### config.mk
export PLATFORM = sky130hd
export DESIGN_NAME = osc_acq_ctrl
export DESIGN_NICKNAME = d
export VERILOG_FILES = /design/src/rtl/osc_acq_pkg.sv /design/src/rtl/osc_acq_window.sv /design/src/rtl/osc_bank_sel.sv /design/src/rtl/osc_edge_count.sv /design/src/rtl/osc_acq_ctrl.sv
export SDC_FILE = /design/constraint.sdc
export NUM_CORES = 1
export LEC_CHECK = 0
export BUFFER_PORTS_ARGS = -buffer_cell sky130_fd_sc_hd__buf_2
export CELL_PAD_IN_SITES_DETAIL_PLACEMENT = 1
export CELL_PAD_IN_SITES_GLOBAL_PLACEMENT = 1
export CORE_AREA = 2 2 226 228
export CTS_BUF_LIST = sky130_fd_sc_hd__clkbuf_8
export CTS_CLUSTER_SIZE = 16
export DETAILED_ROUTE_END_ITERATION = 6
export DIE_AREA = 0 0 228 230
export PLACE_DENSITY = 0.61
export SETUP_SLACK_MARGIN = 0.1
export SLEW_MARGIN = 20
export SYNTH_ARGS = -nofsm -noshare
export SYNTH_HDL_FRONTEND = slang
export SYNTH_HIERARCHICAL = 1
export SYNTH_SLANG_ARGS = --single-unit
### constraint.sdc
create_clock -name clk -period 2.3 [get_ports clk]
set_input_delay 0.115 -clock clk [delete_from_list [all_inputs] [get_ports clk]]
set_output_delay 0.115 -clock clk [all_outputs]
set_load 0.01 [all_outputs]
### src/rtl/osc_acq_pkg.sv
package osc_acq_pkg;
   typedef enum logic [1:0] {
      ACQ_IDLE = 2'd0,
      ACQ_RUN  = 2'd1,
      ACQ_DONE = 2'd2
   } acq_state_t;

   localparam int NUM_BANKS = 2;
endpackage

### src/rtl/osc_acq_window.sv
module osc_acq_window
   import osc_acq_pkg::*;
#(
   parameter int WIN_W = 16
) (
   input  logic             clk,
   input  logic             rst_n,
   input  logic             start,
   input  logic [WIN_W-1:0] win_len,
   output logic             accept,
   output logic             run,
   output logic             done,
   output logic             busy
);
   acq_state_t       state_q;
   logic [WIN_W-1:0] left_q;
   logic [WIN_W-1:0] load_len;

   assign accept   = start && (state_q == ACQ_IDLE);
   assign load_len = (win_len == '0) ? {{(WIN_W-1){1'b0}}, 1'b1} : win_len;

   always_ff @(posedge clk or negedge rst_n) begin
      if (!rst_n) begin
         state_q <= ACQ_IDLE;
         left_q  <= '0;
      end else begin
         unique case (state_q)
            ACQ_IDLE: begin
               if (start) begin
                  state_q <= ACQ_RUN;
                  left_q  <= load_len;
               end
            end
            ACQ_RUN: begin
               if (left_q == {{(WIN_W-1){1'b0}}, 1'b1}) begin
                  state_q <= ACQ_DONE;
               end
               left_q <= left_q - 1'b1;
            end
            ACQ_DONE: state_q <= ACQ_IDLE;
            default:  state_q <= ACQ_IDLE;
         endcase
      end
   end

   assign run  = (state_q == ACQ_RUN);
   assign done = (state_q == ACQ_DONE);
   assign busy = (state_q != ACQ_IDLE);

   // done lasts one cycle only
   assert_done_single_R7: assert property (@(posedge clk) disable iff (!rst_n)
      done |=> !done);
   // done always follows an open window
   assert_done_after_run_R2: assert property (@(posedge clk) disable iff (!rst_n)
      done |-> $past(run));
   // a start while busy never restarts the window
   assert_no_restart_R8: assert property (@(posedge clk) disable iff (!rst_n)
      (run && left_q != {{(WIN_W-1){1'b0}}, 1'b1}) |=> run);
endmodule

### src/rtl/osc_bank_sel.sv
module osc_bank_sel #(
   parameter int NCELLS = 128,
   localparam int SELW  = $clog2(NCELLS)
) (
   input  logic              clk,
   input  logic              rst_n,
   input  logic              run,
   input  logic [SELW-1:0]   sel,
   input  logic [NCELLS-1:0] cell_in,
   output logic [NCELLS-1:0] init_vec,
   output logic              tap
);
   for (genvar i = 0; i < NCELLS; i++) begin : g_en
      assign init_vec[i] = run && (sel == SELW'(i));
   end

   assign tap = cell_in[sel];

   // never more than one enabled cell per bank
   assert_onehot_R1: assert property (@(posedge clk) disable iff (!rst_n)
      $onehot0(init_vec));
endmodule

### src/rtl/osc_edge_count.sv
module osc_edge_count #(
   parameter int CNT_W       = 16,
   parameter int SYNC_STAGES = 2,
   parameter bit SATURATE    = 1'b1
) (
   input  logic             clk,
   input  logic             rst_n,
   input  logic             clr,
   input  logic             en,
   input  logic             tap,
   output logic [CNT_W-1:0] cnt
);
   localparam logic [CNT_W-1:0] CNT_MAX = {CNT_W{1'b1}};

   logic [SYNC_STAGES-1:0] sync_q;
   logic                   prev_q;
   logic                   rise;
   logic [CNT_W-1:0]       cnt_q;
   logic [CNT_W-1:0]       cnt_inc;

   always_ff @(posedge clk or negedge rst_n) begin
      if (!rst_n) begin
         sync_q <= '0;
         prev_q <= 1'b0;
      end else if (clr) begin
         sync_q <= '0;
         prev_q <= 1'b0;
      end else begin
         sync_q[0] <= tap;
         for (int k = 1; k < SYNC_STAGES; k++) begin
            sync_q[k] <= sync_q[k-1];
         end
         prev_q <= sync_q[SYNC_STAGES-1];
      end
   end

   assign rise = sync_q[SYNC_STAGES-1] && !prev_q;

   if (SATURATE) begin : g_sat
      assign cnt_inc = (cnt_q == CNT_MAX) ? cnt_q : cnt_q + 1'b1;
   end else begin : g_wrap
      assign cnt_inc = cnt_q + 1'b1;
   end

   always_ff @(posedge clk or negedge rst_n) begin
      if (!rst_n) begin
         cnt_q <= '0;
      end else if (clr) begin
         cnt_q <= '0;
      end else if (en && rise) begin
         cnt_q <= cnt_inc;
      end
   end

   assign cnt = cnt_q;

   // outside the window and without a clear, the count holds
   assert_hold_idle_R6: assert property (@(posedge clk) disable iff (!rst_n)
      (!en && !clr) |=> $stable(cnt_q));
   // count moves by at most one per cycle
   assert_step_one_R4: assert property (@(posedge clk) disable iff (!rst_n)
      (en && !clr) |=> (cnt_q == $past(cnt_q) || cnt_q == $past(cnt_q) + 1'b1));
   if (SATURATE) begin : g_sat_chk
      // a full counter never wraps
      assert_no_overflow_R5: assert property (@(posedge clk) disable iff (!rst_n)
         (cnt_q == CNT_MAX && !clr) |=> cnt_q == CNT_MAX);
   end
endmodule

### src/rtl/osc_acq_ctrl.sv
module osc_acq_ctrl
   import osc_acq_pkg::*;
#(
   parameter int NCELLS      = 128,
   parameter int CNT_W       = 16,
   parameter int WIN_W       = 16,
   parameter int SYNC_STAGES = 2,
   parameter bit SATURATE    = 1'b1,
   localparam int SELW       = $clog2(NCELLS),
   localparam int CHAL_W     = NUM_BANKS * SELW
) (
   input  logic              clk,
   input  logic              rst_n,
   input  logic              start,
   input  logic [CHAL_W-1:0] challenge,
   input  logic [WIN_W-1:0]  win_len,
   input  logic [NCELLS-1:0] cell_a,
   input  logic [NCELLS-1:0] cell_b,
   output logic [NCELLS-1:0] init_a,
   output logic [NCELLS-1:0] init_b,
   output logic              busy,
   output logic              done,
   output logic [CNT_W-1:0]  count_a,
   output logic [CNT_W-1:0]  count_b
);
   if (NCELLS < 2 || (1 << SELW) != NCELLS) begin : g_bad_cells
      $error("NCELLS must be a power of two of at least 2");
   end
   if (SYNC_STAGES < 1) begin : g_bad_sync
      $error("SYNC_STAGES must be at least 1");
   end
   if (CNT_W < 2 || WIN_W < 1) begin : g_bad_width
      $error("CNT_W must be at least 2 and WIN_W at least 1");
   end

   logic accept;
   logic run;

   logic [NUM_BANKS-1:0][SELW-1:0]   sel_q;
   logic [NUM_BANKS-1:0][NCELLS-1:0] cells;
   logic [NUM_BANKS-1:0][NCELLS-1:0] inits;
   logic [NUM_BANKS-1:0][CNT_W-1:0]  counts;
   logic [NUM_BANKS-1:0]             taps;

   osc_acq_window #(.WIN_W(WIN_W)) u_win (
      .clk     (clk),
      .rst_n   (rst_n),
      .start   (start),
      .win_len (win_len),
      .accept  (accept),
      .run     (run),
      .done    (done),
      .busy    (busy)
   );

   always_ff @(posedge clk or negedge rst_n) begin
      if (!rst_n) begin
         sel_q <= '0;
      end else if (accept) begin
         for (int b = 0; b < NUM_BANKS; b++) begin
            sel_q[b] <= challenge[b*SELW +: SELW];
         end
      end
   end

   assign cells[0] = cell_a;
   assign cells[1] = cell_b;

   for (genvar b = 0; b < NUM_BANKS; b++) begin : g_bank
      osc_bank_sel #(.NCELLS(NCELLS)) u_sel (
         .clk      (clk),
         .rst_n    (rst_n),
         .run      (run),
         .sel      (sel_q[b]),
         .cell_in  (cells[b]),
         .init_vec (inits[b]),
         .tap      (taps[b])
      );

      osc_edge_count #(
         .CNT_W       (CNT_W),
         .SYNC_STAGES (SYNC_STAGES),
         .SATURATE    (SATURATE)
      ) u_cnt (
         .clk   (clk),
         .rst_n (rst_n),
         .clr   (accept),
         .en    (run),
         .tap   (taps[b]),
         .cnt   (counts[b])
      );
   end

   assign init_a  = inits[0];
   assign init_b  = inits[1];
   assign count_a = counts[0];
   assign count_b = counts[1];

   // selection is frozen for the whole measurement
   assert_sel_frozen_R8: assert property (@(posedge clk) disable iff (!rst_n)
      busy |=> $stable(sel_q));
   // cells are enabled only while a measurement is under way
   assert_init_only_busy_R1: assert property (@(posedge clk) disable iff (!rst_n)
      (|{init_a, init_b}) |-> busy);
   // done is seen only while busy
   assert_done_in_busy_R7: assert property (@(posedge clk) disable iff (!rst_n)
      done |-> busy);
endmodule

==> impl_metrics.yaml, run 1 <==
pwr:
  p_int_w: 0.003158
  p_switching_w: 0.002302
  power.density_nw_per_um2: 421.5
  p_sw_share_pct: 42.16
  p_clk_share_pct: 20.1
  peakVddDrop_v: 0.0002983
  p_comb_share_pct: 44.4
  power_leakage_nw: 6.074
  seqPwrFrac_pct: 35.5
placement:
  pre_cts_ws_ns: -0.09004
  finalWeightedCongestion: 0.8731
  place_hpwl_um: 39410
  placed_cell_area_um2: 11290
  io_buffers: 578
setup_path:
  cp-start-kind: "register"
  critPathTopFamily: "simple AND/OR/NAND/NOR gates"
  critical_path_peak_fanout: 6
  cp_cell_sequence: "buf_12, buf_12, buf_8, nor2_4, nand2_2, nor2_1, buf_2"
  crit_slowest_cell: "dfrtp_2"
  ff2ff_path_depth: 9
  critPathRequiredTime_ns: 2.18
  slowest_delay_ns: 0.45
  end_kind: "output port"
  crit_cells: 7
  crit_type: "reg -> out"
  crit_buf_inv: 4
  arrival_ns: 2.10
  cpMostUsedCell: "buf_12"
synth:
  synth_cell_type_count: 73
  ys.flop_type: "dfrtp_1"
  synth.avg_cell_area_um2: 8.014
  syn_nets: 1217
  ys_warn_count: 6
  syn-instance-count: 924
  ys_seq_area_share_pct: 23.66
  ys_ff_latch: 70
  synth_area_um2: 7405
  async_flop_share_pct: 100.0
  synth_edf_count: 0
grt:
  antenna_found_initial: 10
  grt_pass1_wl_um: 68210
  grt_overflow: 0
  grt_util_all_layers_pct: 17.28
  grt_max_degree: 42
  grt_pass1_vias: 10330
drt:
  postRouteAntennaNets: 0
  drc_errors: 0
  drt-total-wl_um: 48470
  drt_iter0_markers: 473
  routedWlPerCell_um: 21.52
  drtPass1Iterations: 4
  vias: 10130
  via_per_inst: 4.497
timing:
  setup-tns-final_ns: 0
  min_period_over_period_pct: 96.43
  timing.fmax_mhz: 450.9
  finalHoldViolations: 0
  layout_setup_ws_ns: 0.08206
  fin_skew_ns: 0.03183
  setup_viol_count_final: 0
  rsz0062_at_grt: "yes"
  relSlewSlack_pct: 56.12
  slew_violations: 0
  min_period_ns: 2.218
  worst_pin_slew_ns: 0.6567
run:
  cap_violations: 0
finish:
  drive_gt1_share_pct: 55.45
  area_growth_pct: 74.94
  fin_area_um2: 12950
  layout.nets: 1866
  multi_input_comb_area_um2: 5868
  seq_area_um2: 1764
  fillers: 6170
floorplan:
  start_util_pct: 14.85
  fp-row-count: 82
  dieArea_um2: 52440
  num_io_pins: 579
  die_h_um: 230
  core_area_um2: 49860
  die_x_um: 228
cts:
  cts_sinks: 70
  clk-insertion-delay-late_ns: 0.42
  cts_buffers: 9
  h-tree-depth: 3
  cts_buffer_depth: 2
  path_clk_slew_ns: 0.11
  cts-root-buf: "clkbuf_8"
  cts_tree: "built"
hold_path:
  hold_class: "in -> async"
run_status:
  status: "completed"
==> layout by cell type (no fill, tap or decap), types with 9 or more instances in the layout <==
cell / synthesis / final
a21oi_1: 45 / 45
nor2_4: 0 / 24
mux2i_1: 75 / 72
clkbuf_8: 0 / 9
mux4_1: 26 / 12
nor2b_1: 17 / 13
nand4_1: 10 / 10
mux4_2: 10 / 24
nand2_4: 0 / 15
nand3_1: 29 / 27
a22oi_1: 23 / 23
dfrtp_2: 0 / 10
buf_6: 8 / 33
nor2_2: 0 / 23
or3_1: 20 / 18
buf_4: 7 / 69
dfrtp_1: 70 / 60
buf_2: 11 / 556
nand2_1: 70 / 38
o21ai_1: 16 / 16
nand2_2: 1 / 12
mux2_2: 16 / 15
nor2_1: 290 / 243
dlygate4sd3_1: 0 / 31
==> through the flow <==
stage | utilization (%) | std cells | hold slack (ns) | power (W)
final | 25.98 | 2252 | 0.2389 | 0.005460
after global routing | 25.97 | 2250 | 0.2558 | 0.005836
after CTS | 24.64 | 2234 | 0.2179 | 0.005455
after detailed placement | 22.64 | 2170 | 0.1650 | 0.004135
after global placement | 22.64 | 2170 | 0.1609 | 0.004054
after floorplan | - | 924 | -0.1806 | 0.003071
==> logic make-up (layout without fill, tap and decap cells) <==
| group | count (synthesis) | after routing | synth area share (%) |
|---|---|---|---|
| xor+xnor | 2 | 2 | 0.2366 |
| flops | 70 | 70 | 23.66 |
| simple gates | 518 | 518 | 33.37 |
| compound gates | 130 | 130 | 11.46 |
| buf+inv | 71 | 725 | 5.458 |
| mux | 129 | 129 | 25.14 |
| fa+ha+maj | 4 | 4 | 0.6759 |
| other cells | 0 | 2 | 0 |
==> power by group through the flow <==
stage | Clock [W] | Sequential [W] | Combinational (W)
finish | 0.00110 | 0.00194 | 0.00243
floorplan | 0 | 0.00193 | 0.00114
global route | 0.00121 | 0.00199 | 0.00264
global placement | 0 | 0.00194 | 0.00211
CTS | 0.00118 | 0.00194 | 0.00233
detailed placement | 0 | 0.00196 | 0.00217
==> flip-flops by register name (all words and copies together), names as in the netlist <==
signal               flops
g_bank.u_cnt/prev_q      2
g_bank.u_cnt/sync_q      4
u_win/state_q            2
u_win/left_q            16
sel_q                   14
g_bank.u_cnt/cnt        32
==> path summary, 6_finish.rpt <==
check,slack (ns),from,to
max,0.08,sel_q[0],init_a[92]
min,0.24,rst_n,u_win/left_q[11]
max reg2reg,0.10,sel_q[0],g_bank[0].u_cnt/sync_q[0]
min reg2reg,0.47,g_bank[0].u_cnt/sync_q[0],g_bank[0].u_cnt/sync_q[1]
max in group asynchronous,1.46,rst_n,sel_q[1]
min in group clk,0.40,cell_a[32],g_bank[0].u_cnt/sync_q[0]
==> per-layer routing <==
metal / wire length [um] / global-route usage (%)
met1: 19720 / 21.05
met2: 24690 / 30.55
met3: 3040 / 4.092
met4: 952 / 4.248
met5: 65 / 0
==> layout make-up <==
| cell class | count | area share, % |
|---|---|---|
| Antenna cell | 2 | 0.03864 |
| Timing Repair Buffer | 703 | 32.77 |
| Multi-Input combinational cell | 783 | 45.30 |
| Sequential cell | 70 | 13.62 |
| Tap cell | 672 | 6.491 |
| Inverter | 6 | 0.3091 |
| Clock buffer | 9 | 0.9562 |
| Clock inverter | 7 | 0.5119 |
==> synth_stat cells (7+ instances only) <==
cell / instances / share of area (%)
dfrtp_1: 70 / 24
nor2b_1: 17 / 1.4
nand4_1: 10 / 0.84
nand2b_1: 10 / 0.84
buf_4: 7 / 0.71
a21oi_1: 45 / 3.0
nor2_1: 290 / 15
or3_1: 20 / 1.7
nand3_1: 29 / 2.0
mux4_2: 10 / 3.0
o21ai_0: 8 / 0.54
mux2_2: 16 / 2.4
buf_6: 8 / 1.2
a22oi_1: 23 / 2.3
o21ai_1: 16 / 1.1
nand2_1: 70 / 3.5
mux2i_1: 75 / 10
buf_2: 11 / 0.74
nand3b_1: 8 / 0.81
mux4_1: 26 / 9.2
clkbuf_1: 33 / 1.7
==> what timing repair did <==
item / in CTS / in global routing
gates cloned: 1 / 0
endpoints found under the hold margin: 64 / 0
endpoints found under the setup margin: 262 / 209
hold buffers: 31 / 0
gates resized for setup: 124 / 126
pin swaps: 7 / 37
setup buffers: 16 / 17
==> worst reg2reg max path, stage by stage, from the launching register on <==
cell and delay, ns:
dfrtp_2 0.42, buf_12 0.14, buf_12 0.13, mux4_2 0.51, mux2i_2 0.22, buf_4 0.19
o311ai_4 0.10, nor2_2 0.18, a32oi_2 0.06, nor2b_1 0.14
No activity file was read; power rests on OpenSTA's default activity.
==> run 2: changes to the inputs <==
CORE_AREA = 5 5 223 225   (was 2 2 226 228)
CTS_BUF_LIST = sky130_fd_sc_hd__clkbuf_16   (was sky130_fd_sc_hd__clkbuf_8)
PLACE_DENSITY = 0.64   (was 0.61)
==> run 2 against run 1 <==
  * Final cell count down 3.7%
  * Routed wire length decreased by 2.4%
  * Die area is the same
  * First-iteration DRC count grew 15%
  * Global-route usage is 0.45 points lower
  * Sequential power rose by 2%
  * Via count is 1.8% lower
  * Clock power up 23%
  * Critical path depth fell by 1
==> impl_metrics.yaml, run 2 (synthesized netlist as in run 1, its figures left out) <==
floorplan:
  core_area_um2: 47350
  die_x_um: 228
  die_h_um: 230
  num_io_pins: 579
  start_util_pct: 15.64
  dieArea_um2: 52440
  fp-row-count: 80
timing:
  fin_skew_ns: 0.01265
  min_period_over_period_pct: 98.73
  timing.fmax_mhz: 440.4
  setup_viol_count_final: 0
  finalHoldViolations: 0
  setup-tns-final_ns: 0
  rsz0062_at_grt: "yes"
  min_period_ns: 2.271
  relSlewSlack_pct: 64.62
  slew_violations: 0
  worst_pin_slew_ns: 0.5287
drt:
  vias: 9950
  drtPass1Iterations: 5
  via_per_inst: 4.587
  drt_iter0_markers: 544
  postRouteAntennaNets: 0
  drt-total-wl_um: 47290
  routedWlPerCell_um: 21.80
  drc_errors: 0
cts:
  clk-insertion-delay-late_ns: 0.37
  cts_buffer_depth: 2
  cts-root-buf: "clkbuf_16"
  h-tree-depth: 3
  cts_sinks: 70
  path_clk_slew_ns: 0.07
  cts_buffers: 9
  cts_tree: "built"
grt:
  grt_overflow: 0
  antenna_found_initial: 9
  grt_pass1_wl_um: 67870
  grt_max_degree: 36
  grt_pass1_vias: 10350
  grt_util_all_layers_pct: 16.83
pwr:
  peakVddDrop_v: 0.0003545
  power.density_nw_per_um2: 450.8
  power_leakage_nw: 5.948
finish:
  layout.nets: 1839
  layout.cells.non_filler: 2169
  final_common_cell: "buf_2"
  area_growth_pct: 65.56
  largest_reg_flops: 32
  drive_gt1_share_pct: 51.97
  fin_area_um2: 12260
  final_cell_mix: "577 x buf_2, 282 x nor2_1, 71 x mux2i_1"
hold_path:
  hold_class: "in -> reg"
setup_path:
  cp-start-kind: "register"
  critPathRequiredTime_ns: 2.55
  critical_path_peak_fanout: 6
  crit_type: "reg -> reg"
  end_kind: "register"
  arrival_ns: 2.52
placement:
  finalWeightedCongestion: 0.8758
  place_hpwl_um: 39460
  dp.cells: 2111
  placed_cell_area_um2: 11230
  io_buffers: 578
run:
  cap_violations: 0
run_status:
  status: "completed"
==> run 2: critical path, stage by stage (launching register included) <==
cell      delay, ns
dfrtp_2        0.50
mux4_1         0.60
mux4_2         0.54
nand2b_1       0.17
nand3_1        0.10
a32oi_2        0.10
nor2b_1        0.14
==> run 2: routing by layer <==
metal	up-vias	wire length, um	track usage, %
li1	4569	-	-
met1	4939	18520	19.55
met2	365	24510	30.51
met3	67	3133	4.984
met4	10	1050	3.989
met5	-	75	0
==> run 2: path summary, 6_finish.rpt <==
kind | start | to | slack (ns) | cells past startpoint
setup reg to reg | sel_q[0] | g_bank[0].u_cnt/sync_q[0] | 0.03 | 6
hold / removal | challenge[7] | sel_q[7] | 0.04 | 2
setup / recovery | sel_q[0] | g_bank[0].u_cnt/sync_q[0] | 0.03 | 6
max in group asynchronous | rst_n | sel_q[8] | 1.49 | 3
min in group asynchronous | rst_n | u_win/left_q[10] | 0.18 | 2
hold reg to reg | g_bank[0].u_cnt/sync_q[0] | g_bank[0].u_cnt/sync_q[1] | 0.49 | 1
==> run 2: report_power, final <==
group | internal (W) | total, W | switching (W) | leakage [nW]
Sequential | 0.00152 | 0.00198 | 0.000461 | 0.826
Clock | 0.000723 | 0.00135 | 0.000628 | 0.130
Combinational | 0.00105 | 0.00220 | 0.00115 | 4.99
Total | 0.00329 | 0.00553 | 0.00224 | 5.95
==> run 2: stage by stage <==
| step | setup WS, ns | utilization (%) | total power [W] | hold WS (ns) |
|---|---|---|---|---|
| 6_report | 0.02932 | 25.89 | 0.005526 | 0.03833 |
| 5_1_grt | -0.03187 | 25.88 | 0.005916 | 0.02853 |
| 4_1_cts | 0.04040 | 25.35 | 0.005583 | 0.01521 |
| 3_5_place_dp | -0.09813 | 23.72 | 0.004054 | 0.01083 |
| 3_3_place_gp | -0.05711 | 23.72 | 0.003969 | 0.01382 |
| 2_1_floorplan | 0.2666 | - | 0.003071 | -0.1806 |
==> run 2: area by class of cell <==
| type | instances | area (um^2) |
|---|---|---|
| fill | 5854 | 35090 |
| antenna | 3 | 7.507 |
| tap | 615 | 769.5 |
| clock buffer | 9 | 225.2 |
| inverter | 6 | 32.53 |
| timing repair buffer | 676 | 3866 |
| sequential | 70 | 1765 |
| multi-input combinational | 783 | 5552 |
| clock inverter | 7 | 41.29 |
==> run 2: what timing repair did <==
item	in CTS	in global routing
hold buffers	24	0
hold endpoints to repair	93	0
setup endpoints to repair	258	192
cloned	0	1
setup buffers	9	5
gates resized for setup	72	61
pin swaps	1	6
